**src/rtl/ecc_fix_pkg.sv**
```systemverilog
package ecc_fix_pkg;
  localparam int WORD_W = 32;
  localparam int HALF_W = 16;
  localparam int BYTE_W = 8;

  localparam logic [3:0] ST_CLEAN    = 4'd0;
  localparam logic [3:0] ST_FAIL     = 4'd1;
  localparam logic [3:0] ST_RDY_LO   = 4'd2;
  localparam logic [3:0] ST_RDY_HI   = 4'd3;
  localparam logic [3:0] ST_BUSY_MIN = 4'd4;

  typedef enum logic [2:0] {
    S_IDLE, S_SYN, S_KICK, S_ARM, S_POLL, S_PICK, S_WR
  } seq_st_e;
endpackage

```
**src/rtl/ecc_err_pick.sv**
```systemverilog
module ecc_err_pick import ecc_fix_pkg::*; #(
  parameter int SECT_BYTES = 512,
  parameter int EA_W       = 10,
  parameter int AW         = $clog2(SECT_BYTES)
) (
  input  logic [1:0]        idx_i,
  input  logic [WORD_W-1:0] addr_a_i,
  input  logic [WORD_W-1:0] addr_b_i,
  input  logic [WORD_W-1:0] val_a_i,
  input  logic [WORD_W-1:0] val_b_i,
  output logic [AW-1:0]     ofs_o,
  output logic              hit_o,
  output logic [BYTE_W-1:0] val_o
);
  localparam int OFS_BASE = SECT_BYTES + 7;
  localparam int DW       = EA_W + 2;

  logic [WORD_W-1:0] a_word, v_word;
  logic [HALF_W-1:0] a_half, v_half;
  logic [EA_W-1:0]   ea;
  logic [DW-1:0]     diff;
  logic              unused_bits;

  always_comb begin
    a_word = idx_i[1] ? addr_b_i : addr_a_i;
    v_word = idx_i[1] ? val_b_i  : val_a_i;
    a_half = idx_i[0] ? a_word[WORD_W-1:HALF_W] : a_word[HALF_W-1:0];
    v_half = idx_i[0] ? v_word[WORD_W-1:HALF_W] : v_word[HALF_W-1:0];
    ea     = a_half[EA_W-1:0];
    // reversed numbering; negatives wrap far above the sector size
    diff   = DW'(OFS_BASE) - DW'(ea);
    hit_o  = diff < DW'(SECT_BYTES);
    ofs_o  = diff[AW-1:0];
    val_o  = v_half[BYTE_W-1:0];
  end

  assign unused_bits = ^{a_half[HALF_W-1:EA_W], v_half[HALF_W-1:BYTE_W], diff[DW-1:AW]};
endmodule

```
**src/rtl/ecc_wait_timer.sv**
```systemverilog
module ecc_wait_timer #(
  parameter int TIMEOUT = 1024,
  parameter int TW      = $clog2(TIMEOUT + 1)
) (
  input  logic clk_i,
  input  logic rst_ni,
  input  logic run_i,
  output logic expired_o
);
  logic [TW-1:0] cnt_q;

  always_ff @(posedge clk_i or negedge rst_ni) begin
    if (!rst_ni)           cnt_q <= '0;
    else if (!run_i)       cnt_q <= '0;
    else if (!expired_o)   cnt_q <= cnt_q + TW'(1);
  end

  assign expired_o = run_i && (cnt_q >= TW'(TIMEOUT - 1));
endmodule

```
**src/rtl/ecc_fix_seq.sv**
```systemverilog
module ecc_fix_seq import ecc_fix_pkg::*; #(
  parameter int SECT_BYTES = 512,
  parameter int EA_W       = 10,
  parameter int SYN_W      = 128,
  parameter int TIMEOUT    = 1024,
  parameter int RES_W      = 4,
  localparam int AW        = $clog2(SECT_BYTES)
) (
  input  logic                    clk_i,
  input  logic                    rst_ni,
  input  logic                    start_i,
  input  logic                    syn_valid_i,
  input  logic [SYN_W-1:0]        syn_i,
  output logic                    calc_start_o,
  input  logic [3:0]              eng_state_i,
  input  logic [1:0]              err_cnt_i,
  input  logic [WORD_W-1:0]       addr_a_i,
  input  logic [WORD_W-1:0]       addr_b_i,
  input  logic [WORD_W-1:0]       val_a_i,
  input  logic [WORD_W-1:0]       val_b_i,
  output logic                    buf_re_o,
  output logic                    buf_we_o,
  output logic [AW-1:0]           buf_addr_o,
  output logic [BYTE_W-1:0]       buf_wdata_o,
  input  logic [BYTE_W-1:0]       buf_rdata_i,
  output logic                    done_o,
  output logic signed [RES_W-1:0] result_o
);
  seq_st_e           st_q;
  logic [1:0]        idx_q, last_q;
  logic [2:0]        fixes_q;
  logic [AW-1:0]     ofs_q;
  logic [BYTE_W-1:0] val_q;
  logic              done_q;
  logic [RES_W-1:0]  res_q;

  logic [AW-1:0]     pick_ofs;
  logic              pick_hit;
  logic [BYTE_W-1:0] pick_val;
  logic              tmo_hit;

  ecc_err_pick #(.SECT_BYTES(SECT_BYTES), .EA_W(EA_W), .AW(AW)) u_pick (
    .idx_i    (idx_q),
    .addr_a_i (addr_a_i),
    .addr_b_i (addr_b_i),
    .val_a_i  (val_a_i),
    .val_b_i  (val_b_i),
    .ofs_o    (pick_ofs),
    .hit_o    (pick_hit),
    .val_o    (pick_val)
  );

  ecc_wait_timer #(.TIMEOUT(TIMEOUT)) u_tmr (
    .clk_i     (clk_i),
    .rst_ni    (rst_ni),
    .run_i     (st_q == S_ARM),
    .expired_o (tmo_hit)
  );

  always_ff @(posedge clk_i or negedge rst_ni) begin
    if (!rst_ni) begin
      st_q    <= S_IDLE;
      idx_q   <= '0;
      last_q  <= '0;
      fixes_q <= '0;
      ofs_q   <= '0;
      val_q   <= '0;
      done_q  <= 1'b0;
      res_q   <= '0;
    end else begin
      done_q <= 1'b0;
      unique case (st_q)
        S_IDLE: if (start_i) st_q <= S_SYN;
        S_SYN: begin
          if (syn_valid_i) begin
            if (syn_i == '0) begin
              done_q <= 1'b1;
              res_q  <= '0;
              st_q   <= S_IDLE;
            end else begin
              st_q <= S_KICK;
            end
          end
        end
        S_KICK: st_q <= S_ARM;
        // stale low states are ignored until busy is seen or the wait runs out
        S_ARM: if (eng_state_i >= ST_BUSY_MIN || tmo_hit) st_q <= S_POLL;
        S_POLL: begin
          case (eng_state_i)
            ST_CLEAN: begin
              done_q <= 1'b1;
              res_q  <= '0;
              st_q   <= S_IDLE;
            end
            ST_FAIL: begin
              done_q <= 1'b1;
              res_q  <= '1;
              st_q   <= S_IDLE;
            end
            ST_RDY_LO, ST_RDY_HI: begin
              last_q  <= err_cnt_i;
              idx_q   <= '0;
              fixes_q <= '0;
              st_q    <= S_PICK;
            end
            default: ;
          endcase
        end
        S_PICK: begin
          if (pick_hit) begin
            ofs_q <= pick_ofs;
            val_q <= pick_val;
            st_q  <= S_WR;
          end else if (idx_q == last_q) begin
            done_q <= 1'b1;
            res_q  <= RES_W'(fixes_q);
            st_q   <= S_IDLE;
          end else begin
            idx_q <= idx_q + 2'd1;
          end
        end
        S_WR: begin
          fixes_q <= fixes_q + 3'd1;
          if (idx_q == last_q) begin
            done_q <= 1'b1;
            res_q  <= RES_W'(fixes_q + 3'd1);
            st_q   <= S_IDLE;
          end else begin
            idx_q <= idx_q + 2'd1;
            st_q  <= S_PICK;
          end
        end
        default: st_q <= S_IDLE;
      endcase
    end
  end

  assign calc_start_o = (st_q == S_KICK);
  assign buf_re_o     = (st_q == S_PICK) && pick_hit;
  assign buf_we_o     = (st_q == S_WR);
  assign buf_addr_o   = (st_q == S_WR) ? ofs_q : pick_ofs;
  assign buf_wdata_o  = buf_rdata_i ^ val_q;
  assign done_o       = done_q;
  assign result_o     = res_q;
endmodule

```
**config.mk**
```make
export PLATFORM = sky130hd
export DESIGN_NAME = ecc_fix_seq
export DESIGN_NICKNAME = d
export VERILOG_FILES = /design/src/rtl/ecc_fix_pkg.sv /design/src/rtl/ecc_err_pick.sv /design/src/rtl/ecc_wait_timer.sv /design/src/rtl/ecc_fix_seq.sv
export SDC_FILE = /design/constraint.sdc
export NUM_CORES = 1
export LEC_CHECK = 0
export BUFFER_PORTS_ARGS = -buffer_cell sky130_fd_sc_hd__buf_2
export CORE_AREA = 2 2 115 117
export DETAILED_ROUTE_END_ITERATION = 12
export DIE_AREA = 0 0 117 119
export PLACE_DENSITY_LB_ADDON = 0.2
export SYNTH_ARGS = -nofsm -noshare
export SYNTH_HDL_FRONTEND = slang
export SYNTH_SLANG_ARGS = --single-unit
```
**constraint.sdc**
```tcl
create_clock -name clk_i -period 7.3 [get_ports clk_i]
set_input_delay 0.73 -clock clk_i [delete_from_list [all_inputs] [get_ports clk_i]]
set_output_delay 0.73 -clock clk_i [all_outputs]
set_load 0.05 [all_outputs]
```
# Word level (Yosys, flattened, before mapping)
# Index checks and enable logic that the tools add are counted.
[op_classes]
addsub = 5
n_mul = 0
n_div = 0
n_lt_le_gt_ge = 3
eq_ne = 22
shift = 0
muxes = 35
bitwise = 1
reduce_logical = 17
[op_table]
columns = ["op", "count"]
rows = [
  ["128-bit zero test", 1],
  ["26-bit two-way mux", 1],
  ["24-bit two-way mux", 1],
  ["11-bit two-way mux", 2],
  ["3-bit two-way mux", 7],
  ["3-bit one-hot mux with 7 select lines", 1],
  ["4-bit two-way mux", 5],
  ["4-bit one-hot mux with 4 select lines", 1],
  ["2-bit != test, second input constant", 7],
  ["12-bit by 10-bit less-than comparator with 1-bit output, second input constant", 1],
  ["3-bit one-hot mux with 2 select lines", 2],
  ["11-bit by 1-bit adder with 11-bit output, second input constant", 1],
  ["11-bit by 10-bit greater-or-equal comparator with 1-bit output, second input constant", 1],
  ["10-bit by 10-bit subtractor with 11-bit output, first input constant", 1],
  ["10-bit two-way mux", 1],
  ["3-bit == test, second input constant", 3],
  ["9-bit two-way mux", 1],
  ["4-bit by 2-bit == test with 1-bit output, second input constant", 2],
  ["2-bit two-way mux", 4],
  ["8-bit two-way mux", 1],
  ["4-bit one-hot mux with 2 select lines", 1],
  ["8-bit XOR", 1],
  ["7-bit AND reduction", 1],
  ["3-bit by 2-bit == test with 1-bit output, second input constant", 2],
  ["24 further kinds", 34],
]
[totals]
reg_bits = 43
latch_bits = 0
ram_bits = 0
rom_bits = 0
inputBits = 274
out_inout_bits = 25
wordCells = 92
n_memories = 0

# Depth between registers and ports, before layout
# Gate-level depths: netlist of run 1.
[depth]
word_depth = 6
ltp_mapped = 9
depth_no_buf = 7

# By module
# From an unflattened synthesis of run 1, not the netlist that was laid out.
[unflattened]
cells_unflattened = 332
hier_area_um2 = 3323.2
[by_module_without_submodules]
columns = ["module", "instances", "cells_per_inst", "area_each_um2", "seq_area_each_um2"]
rows = [
  ["ecc_fix_seq", 1, 231, 2124.5, 800.8],
  ["ecc_wait_timer", 1, 60, 638.1, 275.3],
  ["ecc_err_pick", 1, 41, 560.5, 0.0],
]

# Worst setup path after synthesis of run 1
# No wires, ideal clock.
[synth_path]
path_type = "register to output"
startpoint = "reg idx_q[1]"
endpoint = "out buf_addr_o[0]"
t_arrival_ps = 2460
required_ps = 6570
setup_slack_ps = 4110
stages_incl_launch_ff = 5
path_buffers = 2
path_cell_list = "dfrtp_1 buf_6 buf_1 mux4_2 a21oi_1"
[synth_via]
elab_chain_len = 4
[synth_rtl]
columns = ["item", "line", "source"]
rows = [
  ["start: declaration", "ecc_fix_seq.sv:30", "logic [1:0] idx_q, last_q;"],
  ["start signal: assignment", "ecc_fix_seq.sv:119", "idx_q <= idx_q + 2'd1;"],
  ["start signal: assignment", "ecc_fix_seq.sv:129", "idx_q <= idx_q + 2'd1;"],
  ["26-bit two-way mux", "ecc_err_pick.sv:25", "a_word = idx_i[1] ? addr_b_i : addr_a_i;"],
  ["10-bit two-way mux", "ecc_err_pick.sv:27", "a_half = idx_i[0] ? a_word[WORD_W-1:HALF_W] : a_word[HALF_W-1:0];"],
  ["10-bit by 10-bit subtractor with 11-bit output", "ecc_err_pick.sv:31", "diff = DW'(OFS_BASE) - DW'(ea);"],
  ["9-bit two-way mux", "ecc_fix_seq.sv:141", "assign buf_addr_o = (st_q == S_WR) ? ofs_q : pick_ofs;"],
  ["end: declaration", "ecc_fix_seq.sv:23", "output logic [AW-1:0] buf_addr_o,"],
]
# No other way between the ends.

# Final worst setup path of run 1
[layout_path]
startpoint = "reg idx_q[0]"
endpoint = "out buf_re_o"
[layout_via]
elab_chain_len = 4
[layout_rtl]
columns = ["item", "line", "source"]
rows = [
  ["10-bit two-way mux", "ecc_err_pick.sv:27", ""],
  ["10-bit by 10-bit subtractor with 11-bit output", "ecc_err_pick.sv:31", ""],
  ["12-bit by 10-bit less-than comparator with 1-bit output", "ecc_err_pick.sv:32", "hit_o = diff < DW'(SECT_BYTES);"],
  ["1-bit logical AND", "ecc_fix_seq.sv:139", "assign buf_re_o = (st_q == S_PICK) && pick_hit;"],
  ["end: declaration", "ecc_fix_seq.sv:21", "output logic buf_re_o,"],
]
# No other way between the ends.

==> flow_summary.json, run 1 <==
{
  "multi_input_area_um2": 1952,
  "pwr-share-clk_pct": 18.6,
  "critical_path_required_ps": 6570,
  "die_w_um": 117,
  "syn_nets": 588,
  "fmax_mhz": 248.5,
  "grt_pass1_vias": 3288,
  "synth.distinct_cells": 50,
  "p_sw_share_pct": 42.20,
  "cts_resized": 0,
  "grt_antenna_before_repair": 0,
  "cts_setup_buffers": 0,
  "r2r-end": "ofs_q[3]$_DFFE_PN0P_",
  "drive_gt1_share_pct": 54.38,
  "hold_ws_ps": 500.1,
  "synthFlopType": "dfrtp_1",
  "timing.rr.start": "idx_q[0]$_DFFE_PN0P_",
  "hold_buffers": 0,
  "internal_power_mw": 0.6842,
  "diodes": 0,
  "ios": 299,
  "vdd_drop_max_mv": 0.1161,
  "firstDrtPassIters": 4,
  "cts.sinks": 43,
  "synth_edf_count": 0,
  "rsz0062_at_grt": "false",
  "grt_pass1_wl_um": 16000,
  "min_period_ps": 4025,
  "drt_wl_total_um": 10360,
  "critPathCaptureType": "output pin",
  "finalSetupViolations": 0,
  "ant_nets": 0,
  "synth_area_um2": 3124,
  "async_reset_ff_share_pct": 100.0,
  "cellPowerDensity_nw_per_um2": 255.1,
  "place_congestion": 0.9577,
  "fin_setup_tns_ps": 0,
  "drtIter0Drc": 131,
  "synth_common_cells": "dfrtp_1 (43), nand2_1 (35), nor4_1 (33)",
  "outcome": "finished, final reports clean",
  "die_h_um": 119,
  "grt_use_total_pct": 14.51,
  "initial_core_util_pct": 24.27,
  "ys_seq_area_share_pct": 34.44,
  "p_sw_mw": 0.4995,
  "path_clk_slew_ps": 60,
  "combPwrFrac_pct": 49.0,
  "synth_top_area_share_pct": 34.44,
  "yosys.area.top_type": "dfrtp_1",
  "postSynthAreaPerCell_um2": 10.05,
  "place_hpwl_um": 8751,
  "synthCells": 311,
  "maxSlewHeadroom_pct": 29.54,
  "r2r_slack_ps": 4180,
  "hp-class": "flop to flop",
  "skew_ps": 3.853,
  "final_nets": 825,
  "place_area_um2": 4497,
  "grt_start_max_net_pins": 44,
  "tightest_slew_ps": 1057,
  "drcViolationCount": 0,
  "vias": 3374,
  "p_leak_nw": 2.301,
  "worst_skew_pair.late_latency_ps": 280,
  "critPathLaunchType": "flop",
  "grt.overflow.total": 0,
  "arrival_ps": 3290,
  "wl_per_cell_um": 14.30,
  "final_design_area_no_fill_um2": 4641,
  "fill_cells": 1361,
  "core_um2": 12870,
  "hold_viol_final": 0,
  "critPathMaxFanout": 25,
  "synthToLayoutAreaGrowth_pct": 48.54,
  "ys_seq_elements": 43,
  "cts_max_level": 2,
  "slew_viol_final": 0,
  "r2r_cells": 6,
  "pwr-share-seq_pct": 32.4,
  "endpoint": "buf_re_o",
  "cts_buffers": 5,
  "ys_top_cells_by_area": "dfrtp_1 (34%), mux4_2 (14%), nor4_1 (6.6%)",
  "cp-startpoint": "idx_q[0]$_DFFE_PN0P_",
  "fp-row-count": 42,
  "cts_tree": "built",
  "io_buffers": 242,
  "power_mw": 1.184,
  "seq_area_um2": 1076,
  "clockBufferDepth": 2,
  "period_share_pct": 55.13,
  "ys_warn_count": 0,
  "worstSetupPathType": "flop to output pin",
  "root_buffer": "clkbuf_16",
  "dieArea_um2": 13920,
  "viasPerCell": 4.660,
  "yosysMostFrequentCell": "dfrtp_1",
  "drv_cap": 0
}
## per-layer routing
layer	up-vias	GRT usage [%]	wire length (um)	part of all wire (%)
met5	-	0	0	0
met4	0	3.824	164	1.6
met3	17	2.392	543	5.2
met2	104	24.02	4973	48
met1	1599	19.54	4673	45
li1	1654	-	-	-
## cell usage in the layout (no fill, tap or decap), types with 2 or more instances in the layout
cell       instances
mux4_2            19
ha_1               3
clkbuf_16          5
a21o_1             2
buf_2            242
xnor2_1            6
nand3_1            6
nor2b_1            4
a31oi_1            4
nor4_1            33
and3_1             3
dfrtp_1           43
nor2_1            28
inv_1              8
o211ai_1           3
mux2_2            12
xor2_1            16
a21oi_1           16
nand3b_1           3
a211oi_1           5
o21ai_0            8
nand4_1            8
mux2_4             9
nand2_1           35
## worst max-delay path, cell delays in order (launching register included)
cell,delay [ps]
dfrtp_1,1040
mux4_2,480
nor3_2,320
nand4_2,190
o21ai_4,360
nand2_4,250
inv_1,110
buf_2,260
## metrics by stage
step / instances / util, % / setup slack, ps
2_1_floorplan: 311 / - / 4110
3_3_place_gp: 717 / 34.93 / 3583
3_5_place_dp: 717 / 34.93 / 3525
4_1_cts: 724 / 36.04 / 3232
5_1_grt: 724 / 36.04 / 3040
6_report: 724 / 36.04 / 3275
## state kept, by name, summed over array words and instances (netlist names)
register	cells
last_q	2
st_q	3
fixes_q	3
u_tmr.cnt_q	11
result_o	4
done_o	1
val_q	8
ofs_q	9
idx_q	2
## cell families after synthesis
kind of cell               count (synthesis)  synth area share [%]
AOI/OAI and AO/OA                         49                 10.33
and+or+nand+nor                          132                 22.11
adders and majority gates                  3                 1.202
xor gates and xnor gates                  22                 6.167
muxes                                     41                 22.67
DFF                                       43                 34.44
buffers and inverters                     21                 3.084
## how the worst min path moves through the flow
stage,start,endpoint,slack [ps],cells after the start
after CTS,result_o[3]$_DFFE_PN0P_,result_o[3]$_DFFE_PN0P_,510,1
after floorplan,rst_ni,done_o$_DFF_PN0_,430,0
final,result_o[3]$_DFFE_PN0P_,result_o[3]$_DFFE_PN0P_,500,1
after global routing,result_o[2]$_DFFE_PN0P_,result_o[2]$_DFFE_PN0P_,520,1
after global placement,result_o[3]$_DFFE_PN0P_,result_o[3]$_DFFE_PN0P_,490,1
after detailed placement,ofs_q[7]$_DFFE_PN0P_,ofs_q[7]$_DFFE_PN0P_,500,1
## power by group through the flow
| stage | Sequential (mW) | Combinational, mW | Clock [mW] |
|---|---|---|---|
| after global placement | 0.385 | 0.579 | 0 |
| after floorplan | 0.389 | 0.424 | 0 |
| after global routing | 0.394 | 0.628 | 0.239 |
| after detailed placement | 0.388 | 0.585 | 0 |
| final | 0.383 | 0.580 | 0.220 |
| after CTS | 0.384 | 0.587 | 0.228 |
## cell type report
type                            count  area share [%]
Clock buffer                        6           2.993
Sequential cell                    43           23.19
Multi-Input combinational cell    247           42.06
Inverter                            8          0.6471
Tap cell                          176           4.745
Clock inverter                      1          0.1078
Timing Repair Buffer              243           26.26
No activity file was read; power rests on OpenSTA's default activity.
==> run 2: changes to the inputs <==
clock period = 4 ns   (was 7.3 ns; I/O delays follow)
==> flow_summary.json, run 2 (synthesis gave the netlist of run 1 again) <==
{
  "crit_path_top_delay_cell": "dfrtp_1",
  "r2r-end": "ofs_q[6]$_DFFE_PN0P_",
  "slew_viol_final": 0,
  "drcViolationCount": 0,
  "r2r_cells": 6,
  "reg_top3": "u_tmr.cnt_q x11, ofs_q x9, val_q x8",
  "vdd_drop_max_mv": 0.1919,
  "p_sw_mw": 0.9224,
  "combPwrFrac_pct": 49.0,
  "initial_core_util_pct": 24.27,
  "cts.sinks": 43,
  "arrival_ps": 3100,
  "crit_path_max_incr_delay_ps": 710,
  "period_share_pct": 87.57,
  "tightest_slew_ps": 687.8,
  "busiest_layer": "met2",
  "largest_reg_flops": 11,
  "cts_setup_buffers": 0,
  "dieArea_um2": 13920,
  "rsz0062_at_grt": "false",
  "power_mw": 2.161,
  "wl_per_cell_um": 14.37,
  "ios": 299,
  "mostFrequentLayoutCell": "buf_2",
  "use_met3_pct": 2.799,
  "worstSetupPathType": "flop to output pin",
  "cp_num_buf_inv": 2,
  "pwr-share-seq_pct": 32.6,
  "grt_antenna_before_repair": 0,
  "critPathLaunchType": "flop",
  "place_hpwl_um": 8822,
  "diodes": 0,
  "core_um2": 12870,
  "die_w_um": 117,
  "final_nets": 828,
  "fin_setup_tns_ps": 0,
  "drtIter0Drc": 96,
  "gr-usage-met1_pct": 19.30,
  "root_buffer": "clkbuf_16",
  "largest-register": "u_tmr.cnt_q",
  "p_leak_nw": 2.311,
  "grt_use_total_pct": 14.56,
  "cp_cell_sequence": "mux4_2, nor3_2, nand4_2, o21ai_4, nand2_4, inv_1, buf_2",
  "firstDrtPassIters": 4,
  "p_sw_share_pct": 42.69,
  "min_period_ps": 3503,
  "skew_ps": 7.399,
  "hold_buffers": 0,
  "outcome": "finished, final reports clean",
  "critPathTopFamily": "simple AND/OR/NAND/NOR gates",
  "final_cell_mix": "buf_2 (242), dfrtp_1 (43), nand2_1 (35), nor4_1 (33), nor2_1 (28)",
  "drt_wl_total_um": 10460,
  "cts_buffers": 5,
  "io_buffers": 242,
  "clockBufferDepth": 2,
  "grt_start_max_net_pins": 44,
  "fp-row-count": 42,
  "critPathCaptureType": "output pin",
  "grt_use_met2_pct": 24.06,
  "cts_tree": "built",
  "place_congestion": 0.9616,
  "finalSetupViolations": 0,
  "synthToLayoutAreaGrowth_pct": 49.18,
  "hold_viol_final": 0,
  "vias": 3375,
  "drv_cap": 0,
  "viasPerCell": 4.636,
  "die_h_um": 119,
  "path_clk_slew_ps": 60,
  "ant_nets": 0,
  "grt_pass1_vias": 3397,
  "hp-class": "primary input to async pin",
  "critPathMaxFanout": 15,
  "drive_gt1_share_pct": 54.53,
  "worst_skew_pair.late_latency_ps": 280,
  "timing.rr.start": "idx_q[1]$_DFFE_PN0P_",
  "cts_resized": 0,
  "grt_pass1_wl_um": 16060,
  "critical_path_required_ps": 3600,
  "internal_power_mw": 1.238,
  "grt.overflow.total": 0,
  "pwr-share-clk_pct": 18.5,
  "hold_ws_ps": 188.5,
  "r2r_slack_ps": 1060,
  "maxSlewHeadroom_pct": 54.15,
  "fmax_mhz": 285.5,
  "cts_max_level": 2,
  "cellPowerDensity_nw_per_um2": 463.6
}
run 2: worst reg2reg max path: cells and delay by family, from the launching register on:
family / cells / cell delay [ps]
multiplexers: 2 / 1000
flip-flops: 1 / 710
AND/OR/NAND/NOR: 3 / 760
AO/OA/AOI/OAI: 1 / 360
run 2: worst max path at each step:
stage                    startpoint            end  slack [ps]  cells past startpoint
2_1_floorplan  idx_q[1]$_DFFE_PN0P_  buf_addr_o[0]        1140                      4
3_3_place_gp   idx_q[1]$_DFFE_PN0P_       buf_re_o         780                      7
3_5_place_dp   idx_q[1]$_DFFE_PN0P_       buf_re_o         760                      7
4_1_cts        idx_q[1]$_DFFE_PN0P_       buf_re_o         450                      7
5_1_grt        idx_q[1]$_DFFE_PN0P_       buf_re_o         250                      7
6_report       idx_q[1]$_DFFE_PN0P_       buf_re_o         500                      7
run 2: layout make-up:
type	count	area, um2
fill	1338	8214
multi-input combinational	247	1952
timing repair buffer	246	1241
sequential	43	1076
tap	176	220.2
clock buffer	6	128.9
inverter	8	30.03
clock inverter	2	12.51
run 2: metrics by stage:
step | instance area (um2) | utilization [%] | setup WS (ps) | instances
after floorplan | 3124 | - | 1140 | 311
after global placement | 4519 | 35.10 | 783.1 | 720
after detailed placement | 4519 | 35.10 | 755.6 | 720
after CTS | 4661 | 36.20 | 450.3 | 728
after global routing | 4661 | 36.20 | 254.9 | 728
final | 4661 | 36.20 | 497.2 | 728
run 2: power by group through the flow:
stage,combinational (mW),clock (mW),sequential (mW)
2_1_floorplan,0.774,0,0.710
4_1_cts,1.07,0.412,0.703
6_report,1.06,0.399,0.703
3_5_place_dp,1.07,0,0.711
3_3_place_gp,1.06,0,0.706
5_1_grt,1.14,0.431,0.730
run 2: layer usage:
layer / vias to the layer above / wire length (um)
met5: - / 0
met3: 17 / 616
li1: 1660 / -
met2: 112 / 5017
met4: 0 / 189
met1: 1586 / 4639
